==> src/rtl/spi_word_tx.sv <==
module spi_word_tx #(
  parameter int DIV  = 4,
  parameter int BITS = 16
) (
  input  logic        clk,
  input  logic        rst_n,
  input  logic        wr_en,
  input  logic [31:0] wr_data,
  output logic [31:0] rd_data,
  output logic        sclk,
  output logic        mosi,
  output logic        cs_n
);
  localparam int CW = (DIV > 2) ? $clog2(DIV) : 1;
  localparam int BW = $clog2(BITS);
  localparam int LO = DIV / 2;

  logic [31:BITS+1] hi;
  logic [BITS-1:0]  pay, shreg;
  logic             busy;
  logic [CW-1:0]    cnt;
  logic [BW-1:0]    bcnt;

  wire go       = wr_en & wr_data[BITS+1] & wr_data[BITS] & ~busy;
  wire tick_end = busy & (cnt == CW'(DIV - 1));

  always_ff @(posedge clk or negedge rst_n) begin
    if (!rst_n) begin
      hi    <= '0;
      pay   <= '0;
      shreg <= '0;
      busy  <= 1'b0;
      cnt   <= '0;
      bcnt  <= '0;
    end else begin
      if (wr_en) begin
        hi  <= wr_data[31:BITS+1];
        pay <= wr_data[BITS-1:0];
      end
      if (go) begin
        busy  <= 1'b1;
        shreg <= wr_data[BITS-1:0];
        cnt   <= '0;
        bcnt  <= '0;
      end else if (busy) begin
        if (tick_end) begin
          cnt <= '0;
          if (bcnt == BW'(BITS - 1)) begin
            busy <= 1'b0;
          end else begin
            bcnt  <= bcnt + 1'b1;
            shreg <= {shreg[BITS-2:0], 1'b0};
          end
        end else begin
          cnt <= cnt + 1'b1;
        end
      end
    end
  end

  assign rd_data = {hi, busy, pay};
  assign sclk    = busy & (cnt >= CW'(LO));
  assign mosi    = busy & shreg[BITS-1];
  assign cs_n    = ~busy;


  start_load_chk: assert property (@(posedge clk) disable iff (!rst_n)
    (wr_en && wr_data[BITS+1] && wr_data[BITS] && !busy) |=> (busy && shreg == $past(wr_data[BITS-1:0])));


  no_enable_chk: assert property (@(posedge clk) disable iff (!rst_n)
    (wr_en && !wr_data[BITS+1] && !busy) |=> !busy);


  shift_hold_chk: assert property (@(posedge clk) disable iff (!rst_n)
    (busy && $past(busy) && !$past(tick_end)) |-> $stable(shreg));


  mosi_steady_chk: assert property (@(posedge clk) disable iff (!rst_n)
    (sclk && $past(busy)) |-> $stable(mosi));


  frame_end_chk: assert property (@(posedge clk) disable iff (!rst_n)
    $fell(busy) |-> ($past(bcnt) == BW'(BITS - 1) && $past(cnt) == CW'(DIV - 1)));
endmodule

==> config.mk <==
export PLATFORM = sky130hd
export DESIGN_NAME = spi_word_tx
export DESIGN_NICKNAME = d
export VERILOG_FILES = /design/src/rtl/spi_word_tx.sv
export SDC_FILE = /design/constraint.sdc
export NUM_CORES = 1
export LEC_CHECK = 0
export ABC_CLOCK_PERIOD_IN_PS = 2000
export CAP_MARGIN = 10
export CORE_MARGIN = 3
export CORE_UTILIZATION = 46
export CTS_BUF_LIST = sky130_fd_sc_hd__clkbuf_4 sky130_fd_sc_hd__clkbuf_8 sky130_fd_sc_hd__clkbuf_16
export DETAILED_ROUTE_END_ITERATION = 8
export PLACE_DENSITY = 0.76
export SETUP_SLACK_MARGIN = 0.2
export SLEW_MARGIN = 30
export SYNTH_ARGS = -nofsm -noshare
export SYNTH_HDL_FRONTEND = slang
export SYNTH_SLANG_ARGS = --single-unit
==> constraint.sdc <==
create_clock -name clk -period 2 [get_ports clk]
set_input_delay 0.5 -clock clk [delete_from_list [all_inputs] [get_ports clk]]
set_output_delay 0.5 -clock clk [all_outputs]
set_load 0.03 [all_outputs]
### Word-level counts from Yosys, hierarchy flattened

Index checks and enable logic that the tools add are counted.

* $add $sub $neg: 2
* magnitude comparators: 1
* equality and inequality tests: 3
* multiplexer cells: 15
* bitwise operators: 7
* reduce and logical (&&, ||, !) cells: 3

Operator list (count)
* $mux 16: 4
* $mux 4: 4
* $and 1x1->1: 6
* $mux 2: 3
* $add 4x1->4 const B: 1
* $eq 4x4->1 const B: 1
* $mux 1: 4
* $reduce_bool 2->1: 2
* $reduce_and 3->1: 1
* $add 2x1->2 const B: 1
* $eq 2x2->1 const B: 1
* $ge 2x2->1 const B: 1
* $ne 2x2->1 const B: 1
* $not 1->1: 1

* bits in registers: 54
* input bits: 35
* output and inout port bits: 35
* logic and storage cells: 37

### Longest topological paths before layout

* word-level depth: 5
* depth in mapped cells: 6
* depth with buffers taken out: 4

### Worst setup path after synthesis

No wires, ideal clock.

* path type: flip-flop to flip-flop
* start: register cnt[0]
* end: register shreg[10]
* setup time: 126 ps
* arrival time: 1484 ps
* data required time: 1874 ps
* slack: 390 ps
* cell stages (with the launch flop): 7
* path buffers: 2
* clock period less this slack: 1610 ps
* cells stage by stage: dfrtp_1 > ha_1 > and2_4 > and2_4 > buf_6 > buf_8 > a221o_1

* cells in the longest elaborated chain, start to end: 4

Ends and longest elaborated chain
* start: declaration: RTL line 21 `logic [CW-1:0] cnt;`
* start signal: assignment: RTL line 55 `cnt <= cnt + 1'b1;`
* $eq 2x2->1: RTL line 25 `wire tick_end = busy & (cnt == CW'(DIV - 1));`
* $and 1x1->1: RTL line 25
* $reduce_bool 2->1 (no line)
* $reduce_and 3->1 (no line)
* end signal: assignment: RTL line 42 `shreg <= wr_data[BITS-1:0];`
* end signal: assignment: RTL line 52 `shreg <= {shreg[BITS-2:0], 1'b0};`
* end: declaration: RTL line 19 `logic [BITS-1:0] pay, shreg;`

No other way between the ends.
A chain may end at the register's enable or synchronous reset.

### Worst setup path after layout

* start: register cnt[0]
* end: output port sclk

* cells in the longest elaborated chain, start to end: 2

Ends and longest elaborated chain
* $ge 2x2->1: RTL line 62 `assign sclk = busy & (cnt >= CW'(LO));`
* $and 1x1->1: RTL line 62
* end: declaration: RTL line 10 `output logic sclk,`

No other way between the ends.

==> out/metrics.csv <==
metric,value,unit
status,finished clean,
avgSynthCellArea,14.2,µm²
maxCapViolCount,0,
syn2layout_area_growth,36.5,%
start_util,48.0,%
grt_overflow_total,0,
async_flop_share,100,%
die_x,76.7,µm
fillers,387,
drcViolationCount,0,
synth_top_area_cell,dfrtp_1,
hold_buffers,0,
yosys_warnings,0,
hold_viol_final,0,
synth_area,2300,µm²
numCtsBuffers,5,
grt_pass1_wl,7590,µm
viasPerCell,5.06,
finalMaxSlewViolations,0,
yosysMostFrequentCell,dfrtp_1,
multi_input_area,848,µm²
die_y,76.7,µm
cp-end-kind,output port,
fmax,0.562,GHz
pin_count,70,
worst_clock_skew,0.00790,ns
antenna_found_initial,0,
ant_nets,0,
ys_ff_latch,54,
peakVddDrop,0.000445,V
first_iter_violations,49,
post_drt_wl_per_cell,14.8,µm
synth_top_area_share,58.9,%
leakage,1.40,nW
grt_util_all_layers,15.9,%
min_period,1.78,ns
die_area,5880,µm²
worst_pin_slew,0.494,ns
syn_inst,162,
synthTopCellsByCount,"dfrtp_1, mux2_2, and2_1",
hold_path_class,in2async,
clk_latency,0.31,ns
synth_edf_count,0,
cts.path.max_buffers,2,
fin_crit_sh,89.0,%
clock-sinks,54,
synth_cell_type_count,27,
grt_setup_unrepaired,yes,
setup_viol_count_final,0,
grt_max_degree,35,
synth-seq-area-share,58.9,%
first_global_vias,1633,
cts_tree,done,
htreeDepth,2,
cts.clk_slew.worst_paths,0.10,ns
ff2ff_setup_slack,0.41,ns
syn_nets,200,
nets,276,
port_buffers,69,
finalPower,3.23,mW
dp_hpwl,3250,µm
drive_gt1_share,26.8,%
routed_wl,4530,µm
antennaDiodeCount,0,
seqCellArea,1350,µm²
critPathMaxFanout,4,
core,4790,µm²
synth.area.top_cells,"dfrtp_1, mux2_2, and2_1",
row_count,25,
synth_ff_type,dfrtp_1,
powerDensity,1030,nW/µm²
critical_path_class,reg2out,
startpoint_type,flip-flop,
globalplace.congestion,0.759,
num_vias,1547,
fin_setup_tns,0,ns
relSlewSlack,67.1,%
cts_root_buf,clkbuf_8,
required,1.50,ns
timing.critical_path.arrival,1.28,ns
firstDrtPassIters,4,
==> layout by cell type (no fill, tap or decap), drive strengths merged <==
cell type       n
and2           18
dlygate4sd2    34
a221o          15
ha              3
clkinvlp        1
and4b           1
clkdlybuf4s50  33
nand4b          1
nand3           5
or3             1
inv             4
o311ai          1
a21oi           2
mux2           32
nor2            4
nand2           5
o31ai           1
buf            12
dfrtp          54
a311oi          1
o21ai           4
a41oi           1
clkbuf          6
==> power breakdown <==
part	total [mW]	switching (mW)	internal, mW
Clock	0.646	0.360	0.286
Combinational	1.08	0.559	0.525
Sequential	1.50	0.173	1.33
==> final timing paths <==
| kind | start | to | depth (start not counted) |
|---|---|---|---|
| max reg2reg | cnt[1] | shreg[3] | 4 |
| min in group clk | pay[5] | pay[5] | 1 |
| max | cnt[0] | sclk | 5 |
| min | rst_n | pay[15] | 1 |
| max in group asynchronous | rst_n | hi[22] | 2 |
| min reg2reg | pay[5] | pay[5] | 1 |
==> layout make-up <==
type,count,area share (%)
repair buffers,79,23.6
clock inverters,2,0.519
clock buffers,6,2.63
well taps,67,2.67
multi-input cells,95,27.1
flip-flops and latches,54,43.1
inverters,3,0.359
==> per-stage QoR <==
stage	worst slack, ns	area [µm²]	hold WS (ns)	cells	utilization [%]
2_1_floorplan	0.390	2300	0.204	162	-
3_3_place_gp	0.0292	3080	0.488	298	64.3
3_5_place_dp	0.0259	3080	0.493	298	64.3
4_1_cts	0.0209	3130	0.154	306	65.5
5_1_grt	0.150	3130	0.167	306	65.5
6_report	0.221	3130	0.143	306	65.5
==> flip-flops by register name, summed over array words and instances, names as in the netlist <==
register / count
bcnt: 4
pay: 16
hi: 15
cnt: 2
busy: 1
shreg: 16
==> layer usage <==
metal  vias to the layer above  wire length [µm]  track usage, %
li1                        739                 -               -
met1                       748              2070            21.3
met2                        53              2010            23.6
met3                         7               394            6.46
met4                         0                54            4.89
met5                         -                 0               0
==> cells by family after synthesis <==
group | Yosys count | share of synthesized area (%)
AO/OA/AOI/OAI | 25 | 10.2
adder cells (fa/ha/maj) | 3 | 1.64
buffers and inverters | 13 | 4.30
flip-flops | 54 | 58.9
multiplexers | 32 | 15.7
AND/OR/NAND/NOR | 35 | 9.32
==> timing repair <==
action / 4_1_cts / 5_1_grt
pin swaps: 0 / 2
endpoints found under the hold margin: 0 / 0
gates resized for setup: 35 / 6
endpoints found under the setup margin: 35 / 1
buffers inserted: 0 / 0
==> critical path: stages, from the launching register on <==
cell and delay, ns:
dfrtp_1 0.42, inv_1 0.08, ha_2 0.16, nor2_1 0.04
nor2_1 0.10, buf_4 0.16
No activity file was read; power rests on OpenSTA's default activity.
